**src/rtl/vqf_pkg.sv**
```systemverilog
package vqf_pkg;
    typedef enum logic [2:0] {
        ST_IDLE,
        ST_AVAIL_IDX,
        ST_HEAD,
        ST_DESC_LO,
        ST_DESC_HI,
        ST_FINISH
    } fetch_state_t;

    localparam int PAGE_SHIFT     = 12;
    localparam int AVAIL_IDX_OFS  = 2;
    localparam int AVAIL_RING_OFS = 4;
    localparam int DESC_HI_OFS    = 8;
    localparam int FLAG_CHAIN_BIT = 0;
    localparam int FLAG_DEVWR_BIT = 1;
endpackage

```
**src/rtl/vqf_ring_addr.sv**
```systemverilog
module vqf_ring_addr
    import vqf_pkg::*;
#(
    parameter int ADDR_W = 64,
    parameter int PFN_W  = 32,
    parameter int QLOG_W = 4
) (
    input  logic [PFN_W-1:0]  pfn,
    input  logic [QLOG_W-1:0] qsize_log2,
    output logic [ADDR_W-1:0] desc_base,
    output logic [ADDR_W-1:0] avail_base,
    output logic [ADDR_W-1:0] used_base,
    output logic [15:0]       idx_mask
);
    localparam logic [ADDR_W-1:0] ONE      = ADDR_W'(1);
    localparam logic [ADDR_W-1:0] PAGE_LOW = (ONE << PAGE_SHIFT) - ONE;

    logic [ADDR_W-1:0] qsz;
    logic [ADDR_W-1:0] avail_end;

    always_comb begin
        qsz        = ONE << qsize_log2;
        desc_base  = ADDR_W'(pfn) << PAGE_SHIFT;
        avail_base = desc_base + (qsz << 4);
        avail_end  = avail_base + ADDR_W'(AVAIL_RING_OFS) + (qsz << 1);
        used_base  = (avail_end + PAGE_LOW) & ~PAGE_LOW;
        idx_mask   = 16'(qsz - ONE);
    end
endmodule

```
**src/rtl/vqf_seg_store.sv**
```systemverilog
module vqf_seg_store #(
    parameter int ADDR_W   = 64,
    parameter int LEN_W    = 32,
    parameter int MAX_SEGS = 4,
    localparam int CNT_W   = $clog2(MAX_SEGS + 1)
) (
    input  logic                             clk,
    input  logic                             rst_n,
    input  logic                             clear,
    input  logic                             push,
    input  logic                             is_write,
    input  logic [ADDR_W-1:0]                seg_addr,
    input  logic [LEN_W-1:0]                 seg_len,
    output logic [CNT_W-1:0]                 in_cnt,
    output logic [CNT_W-1:0]                 out_cnt,
    output logic [MAX_SEGS-1:0][ADDR_W-1:0]  in_addr,
    output logic [MAX_SEGS-1:0][LEN_W-1:0]   in_len,
    output logic [MAX_SEGS-1:0][ADDR_W-1:0]  out_addr,
    output logic [MAX_SEGS-1:0][LEN_W-1:0]   out_len
);
    always_ff @(posedge clk) begin
        if (!rst_n || clear) begin
            in_cnt  <= '0;
            out_cnt <= '0;
        end else if (push) begin
            if (is_write) in_cnt  <= in_cnt + 1'b1;
            else          out_cnt <= out_cnt + 1'b1;
        end
    end

    always_ff @(posedge clk) begin
        if (!rst_n) begin
            in_addr  <= '0;
            in_len   <= '0;
            out_addr <= '0;
            out_len  <= '0;
        end else if (push) begin
            for (int i = 0; i < MAX_SEGS; i++) begin
                if (is_write && in_cnt == CNT_W'(i)) begin
                    in_addr[i] <= seg_addr;
                    in_len[i]  <= seg_len;
                end
                if (!is_write && out_cnt == CNT_W'(i)) begin
                    out_addr[i] <= seg_addr;
                    out_len[i]  <= seg_len;
                end
            end
        end
    end

    AST_SEG_BOUND: assert property (@(posedge clk) disable iff (!rst_n)
        ({1'b0, in_cnt} + {1'b0, out_cnt}) <= (CNT_W+1)'(MAX_SEGS));
endmodule

```
**src/rtl/vq_chain_fetch.sv**
```systemverilog
module vq_chain_fetch
    import vqf_pkg::*;
#(
    parameter int ADDR_W   = 64,
    parameter int PFN_W    = 32,
    parameter int QLOG_W   = 4,
    parameter int MAX_SEGS = 4
) (
    input  logic                                  clk,
    input  logic                                  rst_n,
    input  logic                                  start,
    input  logic [PFN_W-1:0]                      pfn,
    input  logic [QLOG_W-1:0]                     qsize_log2,
    output logic [ADDR_W-1:0]                     desc_base,
    output logic [ADDR_W-1:0]                     avail_base,
    output logic [ADDR_W-1:0]                     used_base,
    output logic                                  mem_req,
    output logic [ADDR_W-1:0]                     mem_addr,
    input  logic                                  mem_rsp_valid,
    input  logic [63:0]                           mem_rsp_data,
    output logic                                  done,
    output logic                                  empty,
    output logic                                  err,
    output logic [15:0]                           head_idx,
    output logic [$clog2(MAX_SEGS+1)-1:0]         in_cnt,
    output logic [$clog2(MAX_SEGS+1)-1:0]         out_cnt,
    output logic [MAX_SEGS-1:0][ADDR_W-1:0]       in_addr,
    output logic [MAX_SEGS-1:0][31:0]             in_len,
    output logic [MAX_SEGS-1:0][ADDR_W-1:0]       out_addr,
    output logic [MAX_SEGS-1:0][31:0]             out_len
);
    localparam int CNT_W = $clog2(MAX_SEGS + 1);

    fetch_state_t       state, state_nx;
    logic [15:0]        idx_mask;
    logic [15:0]        next_avail;
    logic [15:0]        cur_idx;
    logic [ADDR_W-1:0]  seg_addr_q;
    logic [CNT_W:0]     total;
    logic               chain_more;
    logic               at_limit;
    logic               seg_push;
    logic               clear_lists;
    logic               unused_flag_bits;

    vqf_ring_addr #(.ADDR_W(ADDR_W), .PFN_W(PFN_W), .QLOG_W(QLOG_W)) u_addr (
        .pfn        (pfn),
        .qsize_log2 (qsize_log2),
        .desc_base  (desc_base),
        .avail_base (avail_base),
        .used_base  (used_base),
        .idx_mask   (idx_mask)
    );

    assign total            = {1'b0, in_cnt} + {1'b0, out_cnt};
    assign chain_more       = mem_rsp_data[32 + FLAG_CHAIN_BIT];
    assign at_limit         = (total + 1'b1) == (CNT_W+1)'(MAX_SEGS);
    assign seg_push         = (state == ST_DESC_HI) && mem_rsp_valid;
    assign clear_lists      = (state == ST_IDLE) && start;
    assign unused_flag_bits = ^mem_rsp_data[47:34];

    vqf_seg_store #(.ADDR_W(ADDR_W), .LEN_W(32), .MAX_SEGS(MAX_SEGS)) u_store (
        .clk      (clk),
        .rst_n    (rst_n),
        .clear    (clear_lists),
        .push     (seg_push),
        .is_write (mem_rsp_data[32 + FLAG_DEVWR_BIT]),
        .seg_addr (seg_addr_q),
        .seg_len  (mem_rsp_data[31:0]),
        .in_cnt   (in_cnt),
        .out_cnt  (out_cnt),
        .in_addr  (in_addr),
        .in_len   (in_len),
        .out_addr (out_addr),
        .out_len  (out_len)
    );

    // State register
    always_ff @(posedge clk) begin
        if (!rst_n) state <= ST_IDLE;
        else        state <= state_nx;
    end

    // Next-state logic
    always_comb begin
        state_nx = state;
        unique case (state)
            ST_IDLE:      if (start) state_nx = ST_AVAIL_IDX;
            ST_AVAIL_IDX: if (mem_rsp_valid)
                              state_nx = (mem_rsp_data[15:0] == next_avail) ? ST_FINISH : ST_HEAD;
            ST_HEAD:      if (mem_rsp_valid) state_nx = ST_DESC_LO;
            ST_DESC_LO:   if (mem_rsp_valid) state_nx = ST_DESC_HI;
            ST_DESC_HI:   if (mem_rsp_valid)
                              state_nx = (chain_more && !at_limit) ? ST_DESC_LO : ST_FINISH;
            ST_FINISH:    state_nx = ST_IDLE;
            default:      state_nx = ST_IDLE;
        endcase
    end

    // Outputs of the state machine
    always_comb begin
        mem_req  = 1'b0;
        mem_addr = '0;
        done     = 1'b0;
        unique case (state)
            ST_AVAIL_IDX: begin
                mem_req  = 1'b1;
                mem_addr = avail_base + ADDR_W'(AVAIL_IDX_OFS);
            end
            ST_HEAD: begin
                mem_req  = 1'b1;
                mem_addr = avail_base + ADDR_W'(AVAIL_RING_OFS)
                         + ADDR_W'({next_avail & idx_mask, 1'b0});
            end
            ST_DESC_LO: begin
                mem_req  = 1'b1;
                mem_addr = desc_base + ADDR_W'({cur_idx, 4'b0000});
            end
            ST_DESC_HI: begin
                mem_req  = 1'b1;
                mem_addr = desc_base + ADDR_W'({cur_idx, 4'b0000}) + ADDR_W'(DESC_HI_OFS);
            end
            ST_FINISH: done = 1'b1;
            default: ;
        endcase
    end

    // Walk datapath
    always_ff @(posedge clk) begin
        if (!rst_n) begin
            next_avail <= '0;
            cur_idx    <= '0;
            head_idx   <= '0;
            seg_addr_q <= '0;
            empty      <= 1'b0;
            err        <= 1'b0;
        end else begin
            unique case (state)
                ST_IDLE: if (start) begin
                    empty <= 1'b0;
                    err   <= 1'b0;
                end
                ST_AVAIL_IDX: if (mem_rsp_valid && mem_rsp_data[15:0] == next_avail)
                    empty <= 1'b1;
                ST_HEAD: if (mem_rsp_valid) begin
                    head_idx   <= mem_rsp_data[15:0] & idx_mask;
                    cur_idx    <= mem_rsp_data[15:0] & idx_mask;
                    next_avail <= next_avail + 16'd1;
                end
                ST_DESC_LO: if (mem_rsp_valid) seg_addr_q <= mem_rsp_data[ADDR_W-1:0];
                ST_DESC_HI: if (mem_rsp_valid && chain_more) begin
                    if (at_limit) err     <= 1'b1;
                    else          cur_idx <= mem_rsp_data[63:48] & idx_mask;
                end
                default: ;
            endcase
        end
    end

    AST_REQ_HOLD: assert property (@(posedge clk) disable iff (!rst_n)
        (mem_req && !mem_rsp_valid) |=> (mem_req && $stable(mem_addr)));
    AST_DONE_PULSE: assert property (@(posedge clk) disable iff (!rst_n)
        done |=> !done);
    AST_EMPTY_CLEAN: assert property (@(posedge clk) disable iff (!rst_n)
        (done && empty) |-> (in_cnt == '0 && out_cnt == '0 && !err));
    AST_ERR_AT_LIMIT: assert property (@(posedge clk) disable iff (!rst_n)
        (done && err) |-> (total == (CNT_W+1)'(MAX_SEGS)));
    AST_HEAD_IN_RANGE: assert property (@(posedge clk) disable iff (!rst_n)
        (done && !empty) |-> ((head_idx & ~idx_mask) == 16'd0));
endmodule

```
**config.mk**
```make
export PLATFORM = sky130hd
export DESIGN_NAME = vq_chain_fetch
export DESIGN_NICKNAME = d
export VERILOG_FILES = /design/src/rtl/vqf_pkg.sv /design/src/rtl/vqf_ring_addr.sv /design/src/rtl/vqf_seg_store.sv /design/src/rtl/vq_chain_fetch.sv
export SDC_FILE = /design/constraint.sdc
export NUM_CORES = 2
export LEC_CHECK = 0
export BUFFER_PORTS_ARGS = -buffer_cell sky130_fd_sc_hd__buf_2
export CAP_MARGIN = 20
export CORE_AREA = 2 2 444 446
export DETAILED_ROUTE_END_ITERATION = 7
export DIE_AREA = 0 0 446 448
export GPL_ROUTABILITY_DRIVEN = 0
export GPL_TIMING_DRIVEN = 0
export HOLD_SLACK_MARGIN = 0.06
export PLACE_DENSITY = 0.46
export SETUP_SLACK_MARGIN = 0.2
export SLEW_MARGIN = 0
export SYNTH_ARGS = -nofsm -noshare
export SYNTH_HDL_FRONTEND = slang
export SYNTH_SLANG_ARGS = --single-unit
```
**constraint.sdc**
```tcl
create_clock -name clk -period 13.6 [get_ports clk]
set_input_delay 1.36 -clock clk [delete_from_list [all_inputs] [get_ports clk]]
set_output_delay 1.36 -clock clk [all_outputs]
set_load 0.02 [all_outputs]
```
## Word-level counts from Yosys, hierarchy flattened

Cells that the tools add are included.

- Bits in registers: 891
- Output and inout bits: 1,050
- Word-level logic and storage cells: 127

- Reductions and logical operators: 40
- Multiplexer cells: 21
- Shifts and indexed selects: 1
- Bitwise logic cells: 4
- Add/sub/neg operators: 14
- Equal/unequal tests: 22

Operator list:

| operator | count |
|---|---|
| 64-bit case mux with 4 select lines | 1 |
| 44-bit by 64-bit adder with 64-bit output | 1 |
| 64-bit by 12-bit adder with 64-bit output (second input constant) | 1 |
| 64-bit by 17-bit adder with 64-bit output | 1 |
| 64-bit by 2-bit adder with 64-bit output (second input constant) | 1 |
| 64-bit by 3-bit adder with 64-bit output (second input constant) | 1 |
| 64-bit adder | 1 |
| 1-bit by 4-bit << shifter with 63-bit output (first input constant) | 1 |
| 16-bit bitwise AND | 3 |
| 16-bit two-way mux | 3 |
| 45-bit by 4-bit adder with 46-bit output (second input constant) | 1 |
| 44-bit by 20-bit adder with 45-bit output | 1 |
| 16-bit case mux with 2 select lines | 1 |
| 2-bit AND reduction | 12 |
| 3-bit two-way mux | 7 |
| 3-bit by 2-bit equality test with 1-bit output (second input constant) | 6 |
| 16-bit by 1-bit adder with 16-bit output (second input constant) | 1 |
| 16-bit equality test | 1 |
| 2-bit != test (second input constant) | 8 |
| 16-bit by 1-bit subtractor with 16-bit output (second input constant) | 1 |
| 3-bit case mux with 5 select lines | 1 |
| 1-bit logical AND | 13 |
| 3-bit by 1-bit equality test with 1-bit output (second input constant) | 3 |
| 3-bit logical NOT | 3 |
| other kinds (16) | 29 |

## Longest topological paths before layout

- Depth after elaboration: 8
- Mapped depth: 22
- Depth with buffers taken out: 20

## Cells and area by module

A second synthesis with hierarchy kept.

- Cells, all modules: 5,111
- Area, all modules: 42,210.5 um^2

By module, submodules not included:

| module | instances | area each (um^2) | seq. area each (um^2) | cells each |
|---|---|---|---|---|
| vqf_seg_store | 1 | 25,154.1 | 15,494.9 | 2,712 |
| vq_chain_fetch | 1 | 13,409.1 | 2,342.2 | 1,888 |
| vqf_ring_addr | 1 | 3,647.2 | 0.0 | 511 |

## Least setup slack after synthesis

Ideal clock, no wire load.

- Path type: input port to output port
- Start: in qsize_log2[1]
- End: out used_base[37]
- Cell stages on the path: 21
- Arrival: 6.181 ns
- Data required time: 12.240 ns
- Path buffers: 3
- Path slack: 6.059 ns
- Path through: clkbuf_1 clkbuf_1 nor3_1 ha_1 fa_1 a21o_1 o21ai_0 o21ai_0 xor2_1 ha_1 ha_1 nand2_1 o21ai_0 o21a_1 o31a_1 o2111a_1 buf_4 nand2_4 nor4_4 nand2_1 xnor2_1

- Word-level cells in the longest chain between the ends: 5

Ends and longest elaborated chain:

| element | line | RTL |
|---|---|---|
| start: declaration | vq_chain_fetch.sv:13 | `input logic [QLOG_W-1:0] qsize_log2,` |
| 1-bit by 4-bit << shifter with 63-bit output | vqf_ring_addr.sv:22 | `qsz = ONE << qsize_log2;` |
| 44-bit by 64-bit adder with 64-bit output | vqf_ring_addr.sv:24 | `avail_base = desc_base + (qsz << 4);` |
| via avail_base[16] | vq_chain_fetch.sv:15 | `output logic [ADDR_W-1:0] avail_base,` |
| 64-bit by 3-bit adder with 64-bit output | vqf_ring_addr.sv:25 | `avail_end = avail_base + ADDR_W'(AVAIL_RING_OFS) + (qsz << 1);` |
| 64-bit adder | vqf_ring_addr.sv:25 |  |
| 64-bit by 12-bit adder with 64-bit output | vqf_ring_addr.sv:26 | `used_base = (avail_end + PAGE_LOW) & ~PAGE_LOW;` |
| end: declaration | vq_chain_fetch.sv:16 | `output logic [ADDR_W-1:0] used_base,` |

The timed path passes the listed nets, and every way through them passes these cells.

## Final worst setup path

- Start: in qsize_log2[1]
- End: out used_base[34]

- Word-level cells in the longest chain between the ends: 5

Ends and longest elaborated chain:

| element | line |
|---|---|
| 1-bit by 4-bit << shifter with 63-bit output (*) | vqf_ring_addr.sv:22 |
| 44-bit by 64-bit adder with 64-bit output | vqf_ring_addr.sv:24 |
| 64-bit by 3-bit adder with 64-bit output | vqf_ring_addr.sv:25 |
| 64-bit adder (*) | vqf_ring_addr.sv:25 |
| 64-bit by 12-bit adder with 64-bit output (*) | vqf_ring_addr.sv:26 |

Mark *: on every way between the ends. The rest lies on a longest branch, timed or not.

==> results.txt <==
Vias post-DR = 41700
Avg Cell Area, Syn = 7.99 µm²
Class of the worst hold path = reg2reg
Final Cycle Share = 0.697
Crit path DAT = 8.12 ns
Commonest non-fill, non-tap cell in the layout = nand2_1
Clock Skew = 0.0410 ns
Post-CTS resize count = 0
CTS sink count = 891
Number of synthesized flops with an enable pin = 0
Leakage Power = 21.5 nW
CP endpoint kind = output port
Max Fclk = 105 MHz
Crit Path Class = in2out
Gr ovfl total = 0
Post-route ant nets = 0
Cell variety after synth = 96
#FFs+latches synth = 891
Root Driver = clkbuf_16
Die span in x = 446 µm
Final hold violation count = 0
CTS clk-pin slew, worst paths = 0.06 ns
Final worst path period need = 9.48 ns
Inserted Clock Buffers = 106
Pre-Repair DR Iteration Count = 6
Crit path launch type = input port
Die Height = 448 µm
RSZ-0062 raised after global routing = no
Drt wl/cell = 27.2 µm
Final setup viols = 0
Final Power = 6.24 mW
Crit path from = qsize_log2[1]
Core ar. = 0.195 mm²
Rel. slew slack = 0.166
Port buffer count = 1023
CTS max path bufs = 3
Worst endpoint required time = 12.24 ns
Synth area leader = dfxtp_1
DRT Wirelength = 245000 µm
Status = complete, no violations
Synth Warn # = 0
Post-CTS Setup Inserts = 0
Pwr dens = 116 mW/mm²
Mapped cell area = 0.0405 mm²
First-pass GRT wire length = 323000 µm
Layout filler cell count = 21400
Commonest non-fill, non-tap cells in the layout = 1794 x nand2_1, 1036 x buf_2, 891 x dfxtp_1
Die area = 0.200 mm²
Layout Nets = 6525
Tightest Pin Transition = 1.25 ns
Site Rows = 162
Initial antenna violation count = 61
Cell count after synthesis = 5065
Pin count of the biggest net entering global routing = 16
DRC = 0
Async SR Flop Fraction = 0
Max Cap Viol = 0
Worst VDD drop = 0.0000971 V
1st-iter DRT viols = 3920
Vias in the first global route = 38300
Hold_sp = head_idx[13]
Post-DP HPWL = 196000 µm
Startpoint of the worst register-to-register path = state[1]
Setup total negative slack = 0 ns
GRT Total Usage = 0.234
Crit-path max FO = 10
Layout cells sized above 1 = 0.227
Area Growth Syn to Fin = 32.7%
H-tree depth = 3
# hold bufs at CTS = 0
Post-synth top flop = dfxtp_1
Starting Density = 0.208
# IOs = 1154
DR vias/cell = 4.63
Synth area leaders = dfxtp_1 44%, nand2_1 17%, a21boi_0 16%
Clk_lat worst skew = 0.75 ns
Area fraction of the dominant cell type after synthesis = 0.441
CTS tree = built
Seq/Total Area, Yosys = 0.441
Final Max Slew Viols = 0
## stage by stage
step	instance area, µm²	utilization	hold slack, ns	instances	worst slack [ns]
finish	53700	0.276	0.458	9012	4.12
global route	53600	0.276	0.480	8998	3.93
CTS	53600	0.275	0.462	8974	4.41
detailed placement	49900	0.257	0.453	8781	4.45
global placement	49200	0.253	0.448	8740	4.40
floorplan	40900	-	0.457	5175	6.06
## power by group
group	switching, mW	total [mW]	internal [mW]
registers	0.00327	2.62	2.62
clock network	1.26	3.02	1.76
logic	0.418	0.599	0.181
## cells in the mapped netlist, drive strengths merged (11+ instances only)
library cell  instances
nand2              1795
dfxtp               891
a21boi              852
clkbuf              401
buf                 176
nor2                104
a21oi                74
xnor2                73
ha                   70
o21ai                63
nor3                 49
xor2                 46
inv                  44
nand3                41
and2                 37
nand4                35
nor2b                26
and3                 20
nor4                 20
a21o                 18
mux2i                18
a22oi                14
or2                  13
a211oi               12
a31oi                12
or3                  12
o22ai                11
## layer usage
| metal | up-vias | part of all wire | wire (µm) | track usage |
|---|---|---|---|---|
| met5 | - | 0.0018 | 439 | 0.00938 |
| met4 | 8 | 0.061 | 14900 | 0.124 |
| met3 | 472 | 0.082 | 20200 | 0.0605 |
| met2 | 2044 | 0.45 | 111000 | 0.372 |
| met1 | 20200 | 0.40 | 99000 | 0.288 |
| li1 | 19000 | - | - | - |
## layout make-up
cell class	count	area [µm²]	area share
buffer	577	2760	0.0515
timing repair buffer	1066	5870	0.109
antenna	36	90.1	0.00168
inverter	45	169	0.00315
sequential	891	17800	0.332
clock inverter	43	621	0.0116
tap	2542	3180	0.0592
multi-input combinational	3662	20100	0.375
clock buffer	150	3020	0.0562
## critical path: stages
cell	delay, ns
buf_2	0.14
clkbuf_1	0.35
clkbuf_1	0.48
nand2b_1	0.28
nor2_1	0.11
ha_1	0.28
a211oi_1	0.51
nor2_1	0.25
xnor2_1	0.69
ha_1	0.37
ha_1	0.34
nand2_1	0.08
o21ai_0	0.32
o21a_1	0.18
o31a_1	0.31
o2111a_1	0.22
buf_4	0.19
nand2_4	0.11
nor4_4	0.68
a31oi_1	0.28
a21oi_1	0.34
buf_2	0.24
## worst paths after layout
path                            slack (ns)                    to  depth (start not counted)
worst min register to register        0.46          head_idx[13]                          2
worst max-delay path                  4.12         used_base[34]                         22
worst max register to register        8.76  u_store.out_addr[59]                         11
worst min-delay path                  0.46          head_idx[13]                          2
## cell families (layout without fill, tap and decap cells)
family	after synthesis	in the layout	synth area share
buffers and inverters	622	1881	0.0721
flip-flops	891	891	0.441
other	1	147	0.0000927
AO/OA/AOI/OAI	1145	1145	0.207
multiplexers	20	20	0.00501
XOR/XNOR	119	119	0.0271
AND/OR/NAND/NOR	2195	2195	0.225
adder cells (fa/ha/maj)	72	72	0.0226
## sequential cells by signal, indices dropped and copies added (netlist names)
register,flops
u_store.in_addr,256
u_store.out_addr,256
u_store.in_len,128
u_store.out_len,128
seg_addr_q,64
cur_idx,16
head_idx,16
next_avail,16
state,3
u_store.in_cnt,3
u_store.out_cnt,3
empty,1
err,1
No activity file was read; power rests on OpenSTA's default activity.
